==> src/rtl/pwm_dual_pkg.sv <==
package pwm_dual_pkg;
  localparam int CH_NUM   = 2;
  localparam int FIELD_W  = 4;
  localparam int BYTE_W   = 8;
  localparam int WORD_W   = 16;

  typedef struct packed {
    logic od;
    logic force_hi;
    logic oeb;
    logic run;
  } ch_ctrl_t;

  localparam logic [5:0] A_CTRL = 6'h00;
  localparam logic [5:0] A_SEL  = 6'h04;

  function automatic logic [5:0] a_whi(input int c); return 6'(8'h08 + 8 * c); endfunction
  function automatic logic [5:0] a_wlo(input int c); return 6'(8'h0C + 8 * c); endfunction
  function automatic logic [5:0] a_on (input int c); return 6'(8'h18 + 8 * c); endfunction
  function automatic logic [5:0] a_per(input int c); return 6'(8'h1C + 8 * c); endfunction
endpackage

==> src/rtl/pwm_vfreq.sv <==
module pwm_vfreq #(
  parameter int ACC_W = 16
) (
  input  logic             clk,
  input  logic             rst,
  input  logic             run_i,
  input  logic [ACC_W-1:0] word_i,
  output logic             tone_o,
  output logic             tick_o
);
  logic [ACC_W-1:0] acc_q;
  logic             tone_d_q;

  always_ff @(posedge clk) begin
    if (rst || !run_i) acc_q <= '0;
    else               acc_q <= acc_q + word_i;
    if (rst) tone_d_q <= 1'b0;
    else     tone_d_q <= acc_q[ACC_W-1];
  end

  assign tone_o = acc_q[ACC_W-1];
  assign tick_o = acc_q[ACC_W-1] & ~tone_d_q;

  assert_idle_tone_R6: assert property (@(posedge clk) disable iff (rst)
    !run_i |=> !tone_o);
endmodule

==> src/rtl/pwm_cfreq.sv <==
module pwm_cfreq #(
  parameter int CNT_W = 8
) (
  input  logic             clk,
  input  logic             rst,
  input  logic             run_i,
  input  logic             tick_i,
  input  logic [CNT_W-1:0] on_i,
  input  logic [CNT_W-1:0] period_i,
  output logic             pulse_o
);
  logic [CNT_W-1:0] cnt_q;

  always_ff @(posedge clk) begin
    if (rst || !run_i) begin
      cnt_q   <= '0;
      pulse_o <= 1'b0;
    end else begin
      if (tick_i) cnt_q <= (cnt_q >= period_i) ? '0 : cnt_q + 1'b1;
      pulse_o <= (cnt_q < on_i);
    end
  end

  assert_on_zero_low_R7: assert property (@(posedge clk) disable iff (rst)
    (on_i == '0) |=> !pulse_o);
endmodule

==> src/rtl/pwm_pad.sv <==
module pwm_pad (
  input  logic                   clk,
  input  logic                   rst,
  input  pwm_dual_pkg::ch_ctrl_t ctrl_i,
  input  logic                   sel_const_i,
  input  logic                   tone_i,
  input  logic                   pulse_i,
  output logic                   out_o,
  output logic                   oe_o,
  output logic                   od_o
);
  logic level;

  always_comb begin
    level = ctrl_i.force_hi ? 1'b1 : (sel_const_i ? pulse_i : tone_i);
  end

  always_ff @(posedge clk) begin
    if (rst) begin
      out_o <= 1'b0;
      oe_o  <= 1'b0;
      od_o  <= 1'b0;
    end else begin
      od_o <= ctrl_i.od;
      if (ctrl_i.oeb) begin
        out_o <= 1'b0;
        oe_o  <= 1'b0;
      end else if (ctrl_i.od) begin
        out_o <= 1'b0;
        oe_o  <= ~level;
      end else begin
        out_o <= level;
        oe_o  <= 1'b1;
      end
    end
  end

  assert_oeb_float_R8: assert property (@(posedge clk) disable iff (rst)
    ctrl_i.oeb |=> (!oe_o && !out_o));
  assert_force_high_R9: assert property (@(posedge clk) disable iff (rst)
    (ctrl_i.force_hi && !ctrl_i.oeb && !ctrl_i.od) |=> (out_o && oe_o));
  assert_od_no_high_R10: assert property (@(posedge clk) disable iff (rst)
    ctrl_i.od |=> !out_o);
endmodule

==> src/rtl/pwm_dual_ctrl.sv <==
module pwm_dual_ctrl #(
  parameter int CH_NUM = pwm_dual_pkg::CH_NUM,
  parameter int ADDR_W = 6,
  parameter int DATA_W = 32,
  parameter int BYTE_W = pwm_dual_pkg::BYTE_W
) (
  input  logic              clk,
  input  logic              rst,
  input  logic [ADDR_W-1:0] bus_addr,
  input  logic              bus_we,
  input  logic [DATA_W-1:0] bus_wdata,
  output logic [DATA_W-1:0] bus_rdata,
  output logic [CH_NUM-1:0] pwm_o,
  output logic [CH_NUM-1:0] pwm_oe,
  output logic [CH_NUM-1:0] pwm_od
);
  import pwm_dual_pkg::*;

  localparam int CTRL_W = CH_NUM * FIELD_W;

  logic [CTRL_W-1:0] ctrl_q;
  logic [CH_NUM-1:0] sel_q;
  logic [BYTE_W-1:0] whi_q [CH_NUM];
  logic [BYTE_W-1:0] wlo_q [CH_NUM];
  logic [BYTE_W-1:0] on_q  [CH_NUM];
  logic [BYTE_W-1:0] per_q [CH_NUM];

  always_ff @(posedge clk) begin
    if (rst) begin
      ctrl_q <= '0;
      sel_q  <= '0;
    end else if (bus_we) begin
      if (bus_addr == A_CTRL) ctrl_q <= bus_wdata[CTRL_W-1:0];
      if (bus_addr == A_SEL)
        for (int c = 0; c < CH_NUM; c++) sel_q[c] <= bus_wdata[c*FIELD_W];
    end
  end

  logic [DATA_W-1:0] rd_next;
  logic              mapped;

  always_comb begin
    rd_next = '0;
    mapped  = 1'b0;
    if (bus_addr == A_CTRL) begin
      rd_next[CTRL_W-1:0] = ctrl_q;
      mapped = 1'b1;
    end
    if (bus_addr == A_SEL) begin
      for (int c = 0; c < CH_NUM; c++) rd_next[c*FIELD_W] = sel_q[c];
      mapped = 1'b1;
    end
    for (int c = 0; c < CH_NUM; c++) begin
      if (bus_addr == a_whi(c)) begin rd_next[BYTE_W-1:0] = whi_q[c]; mapped = 1'b1; end
      if (bus_addr == a_wlo(c)) begin rd_next[BYTE_W-1:0] = wlo_q[c]; mapped = 1'b1; end
      if (bus_addr == a_on(c))  begin rd_next[BYTE_W-1:0] = on_q[c];  mapped = 1'b1; end
      if (bus_addr == a_per(c)) begin rd_next[BYTE_W-1:0] = per_q[c]; mapped = 1'b1; end
    end
  end

  always_ff @(posedge clk) begin
    if (rst) bus_rdata <= '0;
    else     bus_rdata <= rd_next;
  end

  for (genvar g = 0; g < CH_NUM; g++) begin : g_ch
    ch_ctrl_t         ctl;
    logic             tone, tick, pulse;
    logic [2*BYTE_W-1:0] word;

    always_ff @(posedge clk) begin
      if (rst) begin
        whi_q[g] <= '0;
        wlo_q[g] <= '0;
        on_q[g]  <= '0;
        per_q[g] <= '0;
      end else if (bus_we) begin
        if (bus_addr == a_whi(g)) whi_q[g] <= bus_wdata[BYTE_W-1:0];
        if (bus_addr == a_wlo(g)) wlo_q[g] <= bus_wdata[BYTE_W-1:0];
        if (bus_addr == a_on(g))  on_q[g]  <= bus_wdata[BYTE_W-1:0];
        if (bus_addr == a_per(g)) per_q[g] <= bus_wdata[BYTE_W-1:0];
      end
    end

    assign ctl  = ctrl_q[g*FIELD_W +: FIELD_W];
    assign word = {whi_q[g], wlo_q[g]};

    pwm_vfreq #(.ACC_W(2*BYTE_W)) u_vf (
      .clk(clk), .rst(rst), .run_i(ctl.run), .word_i(word),
      .tone_o(tone), .tick_o(tick));

    pwm_cfreq #(.CNT_W(BYTE_W)) u_cf (
      .clk(clk), .rst(rst), .run_i(ctl.run), .tick_i(tick),
      .on_i(on_q[g]), .period_i(per_q[g]), .pulse_o(pulse));

    pwm_pad u_pad (
      .clk(clk), .rst(rst), .ctrl_i(ctl), .sel_const_i(sel_q[g]),
      .tone_i(tone), .pulse_i(pulse),
      .out_o(pwm_o[g]), .oe_o(pwm_oe[g]), .od_o(pwm_od[g]));
  end

  assert_unmapped_zero_R5: assert property (@(posedge clk) disable iff (rst)
    !mapped |=> (bus_rdata == '0));
endmodule

==> config.mk <==
export PLATFORM = sky130hd
export DESIGN_NAME = pwm_dual_ctrl
export DESIGN_NICKNAME = d
export VERILOG_FILES = /design/src/rtl/pwm_dual_pkg.sv /design/src/rtl/pwm_vfreq.sv /design/src/rtl/pwm_cfreq.sv /design/src/rtl/pwm_pad.sv /design/src/rtl/pwm_dual_ctrl.sv
export SDC_FILE = /design/constraint.sdc
export NUM_CORES = 1
export LEC_CHECK = 0
export ABC_AREA = 1
export ABC_CLOCK_PERIOD_IN_PS = 4350
export BUFFER_PORTS_ARGS = -buffer_cell sky130_fd_sc_hd__buf_2
export CORE_MARGIN = 2
export CORE_UTILIZATION = 61
export DETAILED_ROUTE_END_ITERATION = 8
export GPL_TIMING_DRIVEN = 0
export PLACE_DENSITY = 0.84
export SLEW_MARGIN = 15
export SYNTH_ARGS = -nofsm -noshare
export SYNTH_HDL_FRONTEND = slang
export SYNTH_SLANG_ARGS = --single-unit
==> constraint.sdc <==
create_clock -name clk -period 4.35 [get_ports clk]
set_input_delay 0.2175 -clock clk [delete_from_list [all_inputs] [get_ports clk]]
set_output_delay 0.2175 -clock clk [all_outputs]
set_load 0.02 [all_outputs]
==> qor.yml, run 1 <==
status: "complete, no violations"
drive_gt1_share_pct: 11.0
viasPerCell: 5.70
num_rows: 41
overflow: 0
syn_inst: 941
hp-class: "input pin to flip-flop"
min_to: "g_ch[1].u_pad.od_o$_SDFF_PP0_"
reg2reg_to: "g_ch[1].u_vf.acc_q[13]$_SDFF_PP0_"
r2r_start: "wlo_q[1][2]$_SDFFCE_PN0P_"
start_kind: "flip-flop"
setup_ws_ps: 1910
critPathKind: "flip-flop to flip-flop"
drv_cap: 0
coreArea_um2: 12500
path_clk_slew_ps: 60
critPathRequiredTime_ps: 4670
path_max_fanout: 4
cpPeakStageDelay_ps: 490
die_x_um: 117
dp.cells: 1165
syn_area_um2: 7720
diodes: 0
fmax_ghz: 0.409
finalSetupViolCount: 0
layout_common_cells: "nor2_1 (163), nand2_1 (136), inv_1 (98), a21oi_1 (94), dfxtp_1 (76)"
grt_util_met2_pct: 48.1
setup_tns_ps: 0
cp_top_family: "compound AO/OA/AOI/OAI gates"
synth-seq-area-share_pct: 44.6
fin_crit_ps: 2440
portBuffers: 29
wl_per_cell_um: 16.5
cts_max_level: 4
root_buffer: "clkbuf_16"
drt_iter0_markers: 859
io_pins: 79
preCtsSetupSlack_ps: 1810
antenna_left: 0
final_area_um2: 8730
die_area_um2: 13600
die_y_um: 117
cts_hold_buf: 0
ir_drop_uv: 242
cp.buffers_inverters: 1
cp_common_cell: "o21ai_0"
cp_slowest_cell: "o21ai_0"
tightest_slew_ps: 1190
grt_first_pass_wirelength_um: 31400
holdPathStages: 2
wl_um: 19800
p_leak_nw: 3.92
globalplace.congestion: 0.966
final_nets: 1117
hold_start: "rst"
postCtsSetupBuffers: 0
synth.distinct_cells: 36
ys_seq_elements: 140
placed_area_um2: 8170
grtUsageMet3_pct: 6.69
globalRouteMet1Util_pct: 41.2
num_vias: 6824
cts.sinks: 140
max-slew-margin-rel_pct: 19.5
reg2reg_setup_slack_ps: 1910
cp_data_arrival_time_ps: 2770
yosys_warnings: 0
antenna_found_initial: 0
clkLatencyLatePin_ps: 430
tritoncts: "built"
p_per_area_nw_per_um2: 348
holdWs_ps: 112
fin_worst_skew_ps: 7.25
grt-busiest-layer: "met2"
hold_viol: 0
crit_chain: "ha_1, nand2_1, o21ai_0, inv_1, o21ai_0, nand3_1, a21oi_1, nor2_1"
min_period_over_period_pct: 56.2
syn_area_per_cell_um2: 8.21
grt_pass1_vias: 6265
cts_buffers: 17
cts_max_path_buffers: 2
ctsResizeCount: 0
grt_setup_unrepaired: "false"
initial_core_util_pct: 61.9
grt_max_degree: 17
end_kind: "flip-flop"
drc_errors: 0
drtPass1Iterations: 6
hpwlAfterDp_um: 14200
grt_util_all_layers_pct: 30.8
reg2reg_depth: 8
layout_commonest_cell: "nor2_1"
synthToLayoutAreaGrowth_pct: 13.0
fin_cells: 1197
drv_slew: 0
==> cell type report <==
| type | instances | area [um^2] |
|---|---|---|
| timing repair buffer | 29 | 145 |
| tap | 172 | 215 |
| multi-input combinational | 674 | 3670 |
| fill | 984 | 3740 |
| inverter | 108 | 405 |
| clock inverter | 13 | 118 |
| sequential | 140 | 3440 |
| clock buffer | 19 | 443 |
| buffer | 42 | 290 |
==> registers in the layout, summed over array words and instances, names as in the netlist, 8 cells and up <==
name             cells
ctrl_q               8
per_q               16
on_q                16
g_ch.u_cf.cnt_q     16
whi_q               16
wlo_q               16
bus_rdata            8
g_ch.u_vf.acc_q     32
==> worst max path at each step <==
| stage | startpoint | end | cells after the start |
|---|---|---|---|
| floorplan | bus_addr[1] | per_q[1][0]$_SDFFCE_PN0P_ | 6 |
| global placement | bus_addr[3] | on_q[1][2]$_SDFFCE_PN0P_ | 6 |
| detailed placement | bus_addr[1] | per_q[1][2]$_SDFFCE_PN0P_ | 7 |
| CTS | wlo_q[1][2]$_SDFFCE_PN0P_ | g_ch[1].u_vf.acc_q[13]$_SDFF_PP0_ | 8 |
| global route | wlo_q[1][2]$_SDFFCE_PN0P_ | g_ch[1].u_vf.acc_q[13]$_SDFF_PP0_ | 8 |
| finish | wlo_q[1][2]$_SDFFCE_PN0P_ | g_ch[1].u_vf.acc_q[13]$_SDFF_PP0_ | 8 |
==> power breakdown <==
group / leakage, nW / internal, W / switching [W]
clock: 0.263 / 0.000802 / 0.000579
combinational: 2.44 / 0.0000632 / 0.000156
sequential: 1.22 / 0.00141 / 0.0000256
==> metal layers <==
layer  up-vias  share of wire, %  wire, um
li1       3255                 -         -
met3        68                10      1990
met2       404                46      9060
met4         0               3.6       705
met1      3097                41      8040
met5         -                 0         0
==> Yosys cell counts <==
library cell | instances | area share, %
nor2_1 | 163 | 7.9
nand3b_1 | 3 | 0.29
fa_1 | 2 | 0.52
clkbuf_1 | 5 | 0.24
inv_1 | 98 | 4.8
o21ai_0 | 67 | 4.3
nand3_1 | 38 | 2.5
nand3_2 | 2 | 0.26
a21boi_0 | 1 | 0.097
o31ai_1 | 4 | 0.39
o21a_1 | 8 | 0.78
dfxtp_1 | 76 | 20
nand2_2 | 2 | 0.16
nand2_1 | 136 | 6.6
ha_1 | 62 | 10
a211oi_1 | 4 | 0.39
o211ai_1 | 1 | 0.097
buf_6 | 1 | 0.15
nand4_1 | 23 | 1.9
or2_2 | 3 | 0.24
edfxtp_1 | 64 | 25
nor2_2 | 2 | 0.16
buf_2 | 4 | 0.26
xnor2_1 | 4 | 0.45
clkinv_1 | 8 | 0.39
nor3_1 | 11 | 0.71
buf_4 | 32 | 3.1
inv_2 | 2 | 0.097
nor3_4 | 1 | 0.21
xor2_1 | 10 | 1.1
a31oi_1 | 1 | 0.081
conb_1 | 1 | 0.049
a21oi_1 | 94 | 6.1
nor2_4 | 3 | 0.44
o2111ai_1 | 3 | 0.34
nor3_2 | 2 | 0.26
==> kinds of logic after synthesis <==
group,Yosys count,share of synthesized area (%)
AO/OA/AOI/OAI,183,12.6
XOR/XNOR,14,1.59
adder cells (fa/ha/maj),64,10.6
buffers and inverters,150,9.01
flip-flops,140,44.6
other,1,0.0486
AND/OR/NAND/NOR,389,21.6
==> stage by stage <==
stage | power [W] | util (%)
floorplan | 0.00161 | -
global placement | 0.00167 | 65.5
detailed placement | 0.00168 | 65.5
CTS | 0.00304 | 70.0
global route | 0.00312 | 70.0
finish | 0.00304 | 70.0
(Power assumes the default switching activity.)
==> inputs of run 2 (changes only) <==
- ABC_AREA: 1 -> 0
- ABC_CLOCK_PERIOD_IN_PS: 4350 -> 2050
- CORE_UTILIZATION: 61 -> 54
- PLACE_DENSITY: 0.84 -> 0.79
- clock period: 4.35 -> 2.05 ns (I/O delays scaled with it)
==> qor.yml, run 2 <==
grt_max_degree: 17  # unchanged
tritoncts: "built"
holdWs_ps: 102  # -9.60 ps
num_vias: 6417  # -6.0%
initial_core_util_pct: 55.1  # -6.9 points
grt_setup_unrepaired: "true"
async_reset_ff_share_pct: 0  # unchanged
cts_max_level: 4  # unchanged
hp-class: "input pin to flip-flop"
wl_um: 20000  # +0.93%
top_register: "g_ch.u_vf.acc_q"
reg2reg_depth: 6  # -2
drv_cap: 0  # unchanged
io_pins: 79  # unchanged
synth_top_area_share_pct: 24.0  # -0.88 points
p_leak_nw: 4.05  # +3.1%
grt_first_pass_wirelength_um: 31300  # -0.38%
wl_per_cell_um: 18.5  # +12%
synth.distinct_cells: 68  # +89%
globalplace.congestion: 0.908  # -6.1%
root_buffer: "clkbuf_16"
clkLatencyLatePin_ps: 430  # about the same
min_to: "ctrl_q[6]$_SDFFE_PP0P_"
drtPass1Iterations: 5  # -1
syn_area_per_cell_um2: 10.0  # +22%
cts.sinks: 140  # unchanged
finalSetupViolCount: 0  # unchanged
n_fill_cell: 1190  # +21%
largest_reg_flops: 32  # unchanged
ys_seq_elements: 140  # unchanged
reg2reg_to: "g_ch[0].u_vf.acc_q[9]$_SDFF_PP0_"
synthToLayoutAreaGrowth_pct: 16.3
end_kind: "flip-flop"
synth_area_leaders: "edfxtp_1 (24%), dfxtp_1 (19%), ha_1 (9.7%)"
cp_top_family: "compound AO/OA/AOI/OAI gates"
status: "complete, no violations"
critPathKind: "flip-flop to flip-flop"
antenna_left: 0  # unchanged
grt_util_all_layers_pct: 25.2  # -5.6 points
ys.flop_type: "dfxtp_1"
syn_area_um2: 8000  # +3.6%
cpPeakStageDelay_ps: 450  # -40 ps
layout_commonest_cell: "dfxtp_1"
cts_max_path_buffers: 2  # unchanged
yosysTopAreaCell: "edfxtp_1"
ir_drop_uv: 595  # +150%
hpwlAfterDp_um: 13700  # -3.4%
cts_hold_buf: 0  # unchanged
drive_gt1_share_pct: 19.0  # +8.0 points
syn_inst: 798  # -15%
cp_slowest_cell: "edfxtp_1"
drv_slew: 0  # unchanged
final_nets: 986  # -12%
fin_crit_ps: 2030  # -416 ps
drt_iter0_markers: 561  # -35%
yosys_warnings: 0  # unchanged
coreArea_um2: 14500  # +17%
max-slew-margin-rel_pct: 53.6  # +34 points
num_rows: 44  # +7.3%
fin_cells: 1078  # -9.9%
reg2reg_setup_slack_ps: 20  # -1880 ps
tightest_slew_ps: 696  # -499 ps
r2r_start: "wlo_q[0][1]$_SDFFCE_PN0P_"
crit_chain: "ha_1, a211oi_1, o21bai_2, o2111ai_1, a21oi_1, nor3b_1"
final_area_um2: 9310  # +6.6%
synth-seq-area-share_pct: 43.0  # -1.6 points
worstSetupStartpoint: "wlo_q[0][1]$_SDFFCE_PN0P_"
grt_pass1_vias: 5955  # -4.9%
synth_common_cells: "dfxtp_1 (76), edfxtp_1 (64), ha_1 (62)"
fin_worst_skew_ps: 10.7  # +3.48 ps
portBuffers: 29  # unchanged
start_kind: "flip-flop"
die_y_um: 126  # +7.9%
diodes: 0  # unchanged
path_clk_slew_ps: 60  # about the same
critPathRequiredTime_ps: 2400  # -2270 ps
hold_start: "bus_wdata[6]"
layout_common_cells: "dfxtp_1 (74), edfxtp_1 (64), ha_1 (57), and2_1 (52)"
synth-edff-count: 64  # unchanged
antenna_found_initial: 0  # unchanged
dp.cells: 1034  # -11%
viasPerCell: 5.95  # +4.4%
cp.buffers_inverters: 0  # -1
holdPathStages: 3  # +1
die_area_um2: 15800  # +16%
overflow: 0  # unchanged
path_max_fanout: 5  # +1
p_per_area_nw_per_um2: 709  # +100%
yosys.cell_count.top_type: "dfxtp_1"
hold_viol: 0  # unchanged
min_period_over_period_pct: 98.9  # +43 points
cts_buffers: 17  # unchanged
cp_data_arrival_time_ps: 2380  # -390 ps
die_x_um: 126  # +7.9%
drc_errors: 0  # unchanged
placed_area_um2: 8470  # +3.6%
fmax_ghz: 0.493  # +21%
## run 2: power by group
group | internal [W] | switching, W
sequential | 0.00300 | 0.0000622
combinational | 0.000187 | 0.000322
clock | 0.00180 | 0.00123
total | 0.00498 | 0.00161
## run 2: final cells by class
cell class	count	area, um^2	area share [%]
clock inverters	12	140	1.51
clock buffers	20	437	4.69
plain buffers	58	354	3.80
well taps	184	230	2.47
repair buffers	41	239	2.57
flip-flops and latches	140	3450	37.0
multi-input cells	577	4290	46.1
inverters	46	173	1.86
## run 2: cell families after synthesis
logic type      Yosys count  share of synthesized area (%)
xor+xnor                 20                           2.19
other cells               1                         0.0469
compound gates          173                           15.3
flops                   140                           43.0
fa+ha+maj                64                           10.2
mux                      24                           3.38
buf+inv                 104                           6.58
simple gates            272                           19.3
## run 2: worst register-to-register path: stages, from the launching register on
cell and delay (ps):
edfxtp_1 450, ha_1 330, a211oi_1 380, o21bai_2 190
o2111ai_1 300, a21oi_1 110, nor3b_1 190
## run 2: stage by stage
| stage | total power (W) | setup slack (ps) | TNS [ps] | utilization, % |
|---|---|---|---|---|
| after floorplan | 0.00342 | 107 | 0 | - |
| after global placement | 0.00358 | -169 | -1480 | 58.2 |
| after detailed placement | 0.00359 | -231 | -2140 | 58.2 |
| after CTS | 0.00658 | -2.48 | -2.48 | 62.9 |
| after global routing | 0.00675 | -21.9 | -22.0 | 64.0 |
| final | 0.00660 | 22.9 | 0 | 64.0 |
## run 2: routing by layer
| layer | track usage, % | up-vias | part of all wire (%) |
|---|---|---|---|
| met4 | 9.44 | 0 | 3.1 |
| met5 | 0 | - | 0 |
| met1 | 34.8 | 3043 | 43 |
| met3 | 4.16 | 59 | 6.9 |
| met2 | 40.1 | 286 | 47 |
| li1 | - | 3029 | - |
## run 2: worst max-delay path by stage
stage	endpoint	slack (ps)	depth (start not counted)
floorplan	g_ch[0].u_vf.acc_q[12]$_SDFF_PP0_	110	8
global placement	g_ch[0].u_vf.acc_q[12]$_SDFF_PP0_	-170	8
detailed placement	g_ch[0].u_vf.acc_q[12]$_SDFF_PP0_	-230	8
CTS	g_ch[0].u_vf.acc_q[12]$_SDFF_PP0_	-2	8
global route	g_ch[0].u_vf.acc_q[8]$_SDFF_PP0_	-20	9
finish	g_ch[0].u_vf.acc_q[9]$_SDFF_PP0_	20	6
## run 2: what timing repair did
| item | 4_1_cts | 5_1_grt |
|---|---|---|
| pin swaps | 2 | 10 |
| hold endpoints to repair | 0 | 0 |
| buffers inserted | 3 | 9 |
| resized for setup | 15 | 26 |
| setup endpoints to repair | 25 | 32 |
==> inputs of run 3 (changes only) <==
- ABC_AREA: 0 -> 1
- PLACE_DENSITY: 0.79 -> 0.85
==> qor.yml, run 3 (synthesis gave the netlist of run 1 again) <==
status: "complete, no violations"
grt_first_pass_wirelength_um: 30700  # -1.9%
hpwlAfterDp_um: 14200  # +3.2%
final_core_util_pct: 63.0  # -1.0 points
worstSetupStartpoint: "wlo_q[0][0]$_SDFFCE_PN0P_"
ir_drop_uv: 637  # +6.9%
top_register: "g_ch.u_vf.acc_q"
start_kind: "flip-flop"
dp.cells: 1173  # +13%
synthToLayoutAreaGrowth_pct: 13.7
min_period_over_period_pct: 95.0  # -3.9 points
largest_reg_flops: 32  # unchanged
p_leak_nw: 3.95  # -2.4%
finalSetupViolCount: 0  # unchanged
antenna_left: 0  # unchanged
layout_common_cells: "nor2_1 (163), nand2_1 (134), inv_1 (98), a21oi_1 (93), dfxtp_1 (76)"
viasPerCell: 5.68  # -4.7%
n_fill_cell: 1115  # -6.3%
hold_start: "bus_wdata[7]"
wl_um: 20100  # +0.51%
reg2reg_to: "g_ch[0].u_vf.acc_q[14]$_SDFF_PP0_"
overflow: 0  # unchanged
layout_commonest_cell: "nor2_1"
wl_per_cell_um: 16.6  # -10%
drc_errors: 0  # unchanged
cts_max_path_buffers: 2  # unchanged
coreArea_um2: 13900  # -4.1%
portBuffers: 29  # unchanged
reg2reg_depth: 11  # +5
globalplace.congestion: 0.923  # +1.7%
hp-class: "input pin to flip-flop"
num_rows: 43  # -2.3%
reg2reg_setup_slack_ps: 100  # +80 ps
postCtsSetupBuffers: 0  # -3
die_area_um2: 15300  # -3.4%
power.total_w: 0.00651  # -1.2%
antenna_found_initial: 0  # unchanged
drtPass1Iterations: 6  # +1
grt_max_degree: 17  # unchanged
path_max_fanout: 5  # unchanged
fin_cells: 1206  # +12%
io_pins: 79  # unchanged
drive_gt1_share_pct: 11.4  # -7.6 points
drv_slew: 0  # unchanged
max-slew-margin-rel_pct: 48.5  # -5.2 points
die_x_um: 124  # -1.7%
grt_util_all_layers_pct: 26.8  # +1.7 points
critPathKind: "flip-flop to flip-flop"
holdPathStages: 3  # unchanged
initial_core_util_pct: 55.4  # +0.35 points
num_vias: 6845  # +6.7%
fin_crit_ps: 1950  # -79.8 ps
cts.sinks: 140  # unchanged
cts_buffers: 17  # unchanged
fin_worst_skew_ps: 7.31  # -3.41 ps
final_area_um2: 8780  # -5.6%
fmax_ghz: 0.514  # +4.1%
tightest_slew_ps: 768  # +72.5 ps
die_y_um: 124  # -1.7%
grt_pass1_vias: 6212  # +4.3%
final_nets: 1118  # +13%
path_clk_slew_ps: 60  # about the same
root_buffer: "clkbuf_16"
drv_cap: 0  # unchanged
end_kind: "flip-flop"
hold_viol: 0  # unchanged
drt_iter0_markers: 869  # +55%
cp_data_arrival_time_ps: 2270  # -110 ps
critPathRequiredTime_ps: 2370  # -30 ps
min_to: "ctrl_q[7]$_SDFFE_PP0P_"
p_per_area_nw_per_um2: 742  # +4.7%
tritoncts: "built"
diodes: 0  # unchanged
cts_max_level: 4  # unchanged
r2r_start: "wlo_q[0][0]$_SDFFCE_PN0P_"
placed_area_um2: 8180  # -3.4%
clkLatencyLatePin_ps: 440  # about the same
## run 3: layout make-up
class | instances | area (um^2) | area share [%]
plain buffers | 42 | 290 | 3.31
multi-input cells | 674 | 3700 | 42.1
flip-flops and latches | 140 | 3440 | 39.2
clock buffers | 23 | 479 | 5.46
clock inverters | 9 | 86.3 | 0.983
inverters | 108 | 405 | 4.62
well taps | 180 | 225 | 2.56
repair buffers | 30 | 155 | 1.77
## run 3: worst max-delay path by stage
stage,to
3_5_place_dp,per_q[1][2]$_SDFFCE_PN0P_
3_3_place_gp,on_q[1][5]$_SDFFCE_PN0P_
2_1_floorplan,per_q[1][0]$_SDFFCE_PN0P_
5_1_grt,g_ch[1].u_vf.acc_q[14]$_SDFF_PP0_
6_report,g_ch[0].u_vf.acc_q[14]$_SDFF_PP0_
4_1_cts,g_ch[1].u_vf.acc_q[14]$_SDFF_PP0_
## run 3: what timing repair did
action / 4_1_cts / 5_1_grt
setup endpoints to repair: 2 / 43
hold buffers: 1 / 0
endpoints found under the hold margin: 3 / 0
gates resized for setup: 2 / 16
## run 3: critical path: stages (launching register included)
cell      delay (ps)
edfxtp_1         350
ha_1             160
inv_1             70
fa_1             400
inv_1            100
nand3_1           80
nand2_2          130
nand2_1           60
nand2_1          110
nand3_1          110
a21oi_1          190
nor2_1            70
## run 3: per-stage QoR
step / hold slack (ps) / TNS (ps) / setup slack, ps
floorplan: 327 / 0 / 221
global placement: 413 / -6450 / -380
detailed placement: 419 / -8790 / -421
CTS: 114 / 0 / 12.6
global route: 142 / -10.5 / -10.5
finish: 132 / 0 / 103
## run 3: metal layers
layer / GRT usage (%) / up-vias / wire length, um
li1: - / 3263 / -
met1: 35.6 / 3125 / 8310
met2: 41.9 / 406 / 9080
met3: 7.01 / 51 / 2130
met4: 10.7 / 0 / 561
met5: 0 / - / 0
## run 3: power by group
group	switching (W)	total (W)	internal, W
Combinational	0.000334	0.000469	0.000135
Sequential	0.0000529	0.00305	0.00300
Clock	0.00122	0.00299	0.00178
Total	0.00160	0.00651	0.00491
